### src/rtl/fcd_pkg.sv
package fcd_pkg;
    typedef enum logic {
        ST_BLANK  = 1'b0,
        ST_LOCKED = 1'b1
    } ld_state_e;
endpackage

### src/rtl/fcd_cfg_reg.sv
module fcd_cfg_reg #(
    parameter int unsigned DIV_W = 6,
    localparam int unsigned WORD_W = DIV_W + 2
) (
    input  logic              clk,
    input  logic              rst_n,
    input  logic              wr_stb,
    input  logic              test_mode,
    input  logic              flash_done,
    input  logic [WORD_W-1:0] wdata,
    output logic              loaded,
    output logic              pre8,
    output logic [DIV_W-1:0]  divisor,
    output logic              restart
);
    import fcd_pkg::*;

    ld_state_e state_q, state_d;
    logic      wr_test, wr_user;

    assign wr_test = wr_stb && test_mode && flash_done;
    assign wr_user = wr_stb && !test_mode && (state_q == ST_BLANK);
    assign restart = wr_test || wr_user;

    always_comb begin
        state_d = state_q;
        unique case (state_q)
            ST_BLANK:  if (wr_user) state_d = ST_LOCKED;
            ST_LOCKED: state_d = ST_LOCKED;
        endcase
        if (wr_test) state_d = wdata[WORD_W-1] ? ST_LOCKED : ST_BLANK;
    end

    always_ff @(posedge clk or negedge rst_n) begin
        if (!rst_n) state_q <= ST_BLANK;
        else        state_q <= state_d;
    end

    always_ff @(posedge clk or negedge rst_n) begin
        if (!rst_n) begin
            pre8    <= 1'b0;
            divisor <= '0;
        end else if (restart) begin
            pre8    <= wdata[DIV_W];
            divisor <= wdata[DIV_W-1:0];
        end
    end

    assign loaded = (state_q == ST_LOCKED);

    // a normal-mode write in BLANK always lands in LOCKED
    a_r2_first_write_locks: assert property (@(posedge clk) disable iff (!rst_n)
        (wr_stb && !test_mode && !loaded) |=> loaded);
    // the configuration is frozen against normal-mode writes once locked
    a_r3_locked_stays: assert property (@(posedge clk) disable iff (!rst_n)
        (wr_stb && !test_mode && loaded) |=> (loaded && $stable(pre8) && $stable(divisor)));
    // a test write without flash_done leaves every bit alone
    a_r6_test_needs_done: assert property (@(posedge clk) disable iff (!rst_n)
        (wr_stb && test_mode && !flash_done) |=> ($stable(loaded) && $stable(pre8) && $stable(divisor)));
endmodule

### src/rtl/fcd_prescale.sv
module fcd_prescale #(
    parameter int unsigned PRE_LOG2 = 3
) (
    input  logic clk,
    input  logic rst_n,
    input  logic hold,
    input  logic enable,
    output logic pre_tick
);
    logic [PRE_LOG2-1:0] cnt_q;

    always_ff @(posedge clk or negedge rst_n) begin
        if (!rst_n)       cnt_q <= '0;
        else if (hold)    cnt_q <= '0;
        else if (enable)  cnt_q <= cnt_q + 1'b1;
        else              cnt_q <= '0;
    end

    assign pre_tick = enable ? (&cnt_q) : 1'b1;

    // with the prescaler on, a strobe is never followed by another strobe
    a_r8_prescale_gap: assert property (@(posedge clk) disable iff (!rst_n)
        (enable && pre_tick && !hold) |=> !pre_tick || !enable);
endmodule

### src/rtl/fcd_divider.sv
module fcd_divider #(
    parameter int unsigned DIV_W = 6
) (
    input  logic             clk,
    input  logic             rst_n,
    input  logic             run,
    input  logic             restart,
    input  logic             step,
    input  logic [DIV_W-1:0] limit,
    output logic             tick
);
    logic [DIV_W-1:0] cnt_q;
    logic             hold;

    assign hold = !run || restart;

    always_ff @(posedge clk or negedge rst_n) begin
        if (!rst_n)    cnt_q <= '0;
        else if (hold) cnt_q <= '0;
        else if (step) cnt_q <= (cnt_q == limit) ? '0 : cnt_q + 1'b1;
    end

    assign tick = run && step && (cnt_q == limit);

    // the count never passes the programmed divisor while running
    a_r7_count_bounded: assert property (@(posedge clk) disable iff (!rst_n)
        run |-> (cnt_q <= limit));
endmodule

### src/rtl/flash_tick_gen.sv
module flash_tick_gen #(
    parameter int unsigned DIV_W    = 6,
    parameter int unsigned PRE_LOG2 = 3,
    localparam int unsigned WORD_W  = DIV_W + 2
) (
    input  logic              clk,
    input  logic              rst_n,
    input  logic              sel,
    input  logic              wr_en,
    input  logic [WORD_W-1:0] wdata,
    input  logic              test_mode,
    input  logic              flash_done,
    output logic [WORD_W-1:0] rdata,
    output logic              tick,
    output logic              pe_enable
);
    logic             loaded, pre8, restart, pre_tick;
    logic [DIV_W-1:0] divisor;

    fcd_cfg_reg #(.DIV_W(DIV_W)) u_cfg (
        .clk        (clk),
        .rst_n      (rst_n),
        .wr_stb     (sel && wr_en),
        .test_mode  (test_mode),
        .flash_done (flash_done),
        .wdata      (wdata),
        .loaded     (loaded),
        .pre8       (pre8),
        .divisor    (divisor),
        .restart    (restart)
    );

    fcd_prescale #(.PRE_LOG2(PRE_LOG2)) u_pre (
        .clk      (clk),
        .rst_n    (rst_n),
        .hold     (!loaded || restart),
        .enable   (pre8),
        .pre_tick (pre_tick)
    );

    fcd_divider #(.DIV_W(DIV_W)) u_div (
        .clk     (clk),
        .rst_n   (rst_n),
        .run     (loaded),
        .restart (restart),
        .step    (pre_tick),
        .limit   (divisor),
        .tick    (tick)
    );

    assign rdata     = {loaded, pre8, divisor};
    assign pe_enable = loaded;

    // no timing pulse unless the word has been loaded
    a_r10_tick_needs_load: assert property (@(posedge clk) disable iff (!rst_n)
        tick |-> pe_enable);
    // a write without sel leaves the read-back word unchanged
    a_r4_sel_gate: assert property (@(posedge clk) disable iff (!rst_n)
        (!sel) |=> $stable(rdata));
endmodule

### config.mk
export PLATFORM = sky130hd
export DESIGN_NAME = flash_tick_gen
export DESIGN_NICKNAME = d
export VERILOG_FILES = /design/src/rtl/fcd_pkg.sv /design/src/rtl/fcd_cfg_reg.sv /design/src/rtl/fcd_prescale.sv /design/src/rtl/fcd_divider.sv /design/src/rtl/flash_tick_gen.sv
export SDC_FILE = /design/constraint.sdc
export NUM_CORES = 1
export LEC_CHECK = 0
export ABC_AREA = 1
export BUFFER_PORTS_ARGS = -buffer_cell sky130_fd_sc_hd__buf_2
export CAP_MARGIN = 20
export CORE_ASPECT_RATIO = 0.9
export CORE_MARGIN = 2
export CORE_UTILIZATION = 25
export DETAILED_ROUTE_END_ITERATION = 12
export SKIP_LAST_GASP = 1
export SYNTH_ARGS = -nofsm -noshare
export SYNTH_HDL_FRONTEND = slang
export SYNTH_HIERARCHICAL = 1
export SYNTH_SLANG_ARGS = --single-unit
### constraint.sdc
create_clock -name clk -period 1.35 [get_ports clk]
set_input_delay 0.405 -clock clk [delete_from_list [all_inputs] [get_ports clk]]
set_output_delay 0.405 -clock clk [all_outputs]
set_load 0.02 [all_outputs]
==> summary.md <==
| Metric | Value |
|---|---|
| Die height | `64.78 um` |
| Row cnt | `22` |
| Num Clock Sinks | `17` |
| Initial Util | `25.53%` |
| Clock Skew | `3.953 ps` |
| Violated checks | `negative setup slack` |
| Hold Fails Final Rpt | `0` |
| Path type of the worst setup path | `flip-flop to primary output` |
| Min-delay worst type | `input port to asynchronous set/reset pin` |
| Final worst slack | `-395.9 ps` |
| CORE AREA | `4019 um^2` |
| DR pass1 iterations | `4` |
| Post-DRT Antenna Nets | `0` |
| R2r startpoint | `u_pre/cnt_q[1]` |
| Min cycle time layout | `1746 ps` |
| PwrDens | `1509 nW/um^2` |
| Setup TNS Final | `-830.1 ps` |
| Comb pwr share | `51.4%` |
| Pint | `1.454 mW` |
| Total grt overflow | `0` |
| Static leakage | `0.8104 nW` |
| Share of layout cells above drive strength 1 | `51.65%` |
| Reg clk slew, reported paths | `70 ps` |
| Antenna Cells | `0` |
| Root buffer cell | `clkbuf_8` |
| Worst r2r dst | `u_div/cnt_q[5]` |
| Net Sw Frac | `39.24%` |
| Routed WL | `2464 um` |
| #FFs+latches synth | `17` |
| Status | `finished, violations left` |
| CP max-delay cell | `dfrtp_1` |
| Max Freq | `572.8 MHz` |
| CP Launch Type | `flip-flop` |
| Clock power frac | `17.1%` |
| NetSw | `0.9388 mW` |
| Seq/Total Area, Yosys | `41.46%` |
| Power Total | `2.393 mW` |
| Netlist cell types | `20` |
| Cells on worst reg2reg path | `12` |
| Die X | `71.53 um` |
| Data arrival, critical path | `1340 ps` |
| Global-route usage over all layers | `11.74%` |
| Critical Path Max Stage Delay | `350 ps` |
| Synthesized area per cell | `7.953 um^2` |
| Die ar. | `4633 um^2` |
| Peak supply drop | `0.7555 mV` |
| Sequential power share | `31.5%` |
| Final nets | `200` |
| CTS tree | `yes` |
| Post-DP HPWL | `1875 um` |
| DR WL/cell | `10.71 um` |
| Total number of yosys warnings | `6` |
| Setup WS pre-CTS | `-163.6 ps` |
| WP data required | `950 ps` |
| Io pins | `24` |
| Crit path cell chain | `ha_2 -> ha_4 -> inv_2 -> nand2_2 -> inv_2 -> nor3_4 -> buf_6` |
| Post-layout util | `39.45%` |
| Port Buffer Count | `23` |
| Setup slack, reg-to-reg | `-130 ps` |
| Clk_lat worst skew | `260 ps` |
| Tcrit/Tclk final | `129.3%` |
| Crit path buffers/inverters | `3` |
| RSZ-0062 raised after global routing | `true` |
| Via Count | `952` |
| Main synth FF type | `dfrtp_1` |
| Synth Cell Area | `1026 um^2` |
| Most used cell, CP | `inv_2` |
| Initial antenna violation count | `0` |
| Syn Nets | `146` |
| MaxCap Viol Count | `0` |
| Final setup fails | `6` |
| Worst Tran Pin Value | `405.9 ps` |
| Crit. End Element | `primary output` |
| Largest net degree at the start of global routing | `18` |
| Cell family with most CP delay | `flip-flops` |
| Syn-to-layout area delta | `54.51%` |
| Post-synthesis instance total | `129` |
| Crit Path Max Fanout | `2` |
| H-tree levels | `1` |
| Slew margin rel. | `72.94%` |
| CTS Buf Count | `3` |
| Async set-reset flop share out of synthesis | `100.0%` |
| Starting DRT DRC Count | `35` |
| Routability Congestion | `0.7732` |
| EDFF count, synth | `0` |
| Vias/cell | `4.139` |
| DRC | `0` |
| Number of global-route vias before repair | `903` |
| First-pass GRT wire length | `4112 um` |
| Final Max Tran Viols | `0` |
| CTS Buffer Depth | `2` |
stage by stage:
stage	cells	area [um^2]	hold slack [ps]
floorplan	129	1075	109.4
global placement	222	1415	363.8
detailed placement	222	1415	359.1
CTS	229	1545	72.57
global route	230	1585	84.12
finish	230	1585	60.41
state kept, by name, summed over array words and instances (netlist names):
| register | flops |
|---|---|
| u_div/cnt_q | 6 |
| u_cfg/divisor | 6 |
| u_cfg/loaded | 1 |
| u_pre/cnt_q | 3 |
| u_cfg/pre8 | 1 |
synth_stat cells (2+ instances only):
master	number	area (um^2)
nor2_2	4	25.02
inv_2	4	15.01
nand4_1	3	18.77
a21oi_2	3	26.28
nor2_1	7	26.28
xor2_1	3	26.28
a21oi_1	2	10.01
ha_1	3	37.54
nand3_4	2	35.03
dfrtp_1	17	425.4
buf_4	2	15.01
inv_1	16	60.06
nand2_4	3	33.78
nand2_1	47	176.4
nand3_1	8	40.04
area by class of cell:
class	count	area (um^2)
fill	406	2434
multi-input combinational	90	580.6
sequential	17	432.9
timing repair buffer	51	387.9
inverter	20	75.07
tap	48	60.06
clock buffer	3	41.29
clock inverter	1	7.507
per-layer routing:
| layer | vias up | share of wire, % | track usage, % |
|---|---|---|---|
| met4 | 0 | 1.9 | 5.660 |
| met1 | 423 | 47 | 14.37 |
| met3 | 6 | 4.3 | 3.577 |
| li1 | 505 | - | - |
| met2 | 18 | 47 | 18.75 |
| met5 | - | 0 | 0 |
timing repair:
item	CTS	global route
endpoints found under the setup margin	10	13
setup buffers	4	4
pin swaps	4	2
hold buffers	0	0
gates resized for setup	18	7
cell usage in the layout, fill, tap and decap left out, drive strengths merged:
master     n
a21oi      5
buf       51
clkbuf     3
clkinvlp   1
dfrtp     17
ha         3
inv       20
nand2     51
nand3     11
nand4      3
nor2      12
nor3       1
o21ai      1
xor2       3
power groups by stage:
stage	Clock [mW]	Combinational (mW)	Sequential, mW
3_3_place_gp	0	1.05	0.752
3_5_place_dp	0	1.05	0.758
2_1_floorplan	0	0.543	0.832
5_1_grt	0.436	1.35	0.774
6_report	0.409	1.23	0.754
4_1_cts	0.421	1.17	0.752
cells by family after synthesis:
| family | after synthesis | synth area share [%] |
|---|---|---|
| xor gates and xnor gates | 3 | 2.561 |
| and+or+nand+nor | 78 | 39.15 |
| AOI/OAI and AO/OA | 6 | 4.391 |
| buffers and inverters | 22 | 8.780 |
| adders and majority gates | 3 | 3.659 |
| DFF | 17 | 41.46 |
worst register-to-register path, stage by stage, from the launching register on:
cell and delay (ps):
dfrtp_1 380, ha_2 190, ha_4 150, inv_2 40
nand2_2 50, inv_2 70, buf_4 130, nand2_8 60
nand2_4 80, nor2_1 40, nand2_1 50, nand2_1 60
a21oi_2 90
how the worst max path moves through the flow:
| stage | from | to | cells after the start |
|---|---|---|---|
| after floorplan | u_cfg/divisor[1] | tick | 5 |
| after global placement | u_div/cnt_q[4] | tick | 7 |
| after detailed placement | u_div/cnt_q[4] | tick | 7 |
| after CTS | u_pre/cnt_q[0] | tick | 7 |
| after global routing | u_cfg/divisor[1] | tick | 6 |
| final | u_pre/cnt_q[0] | tick | 7 |
Power figures use the tool's default switching activity.
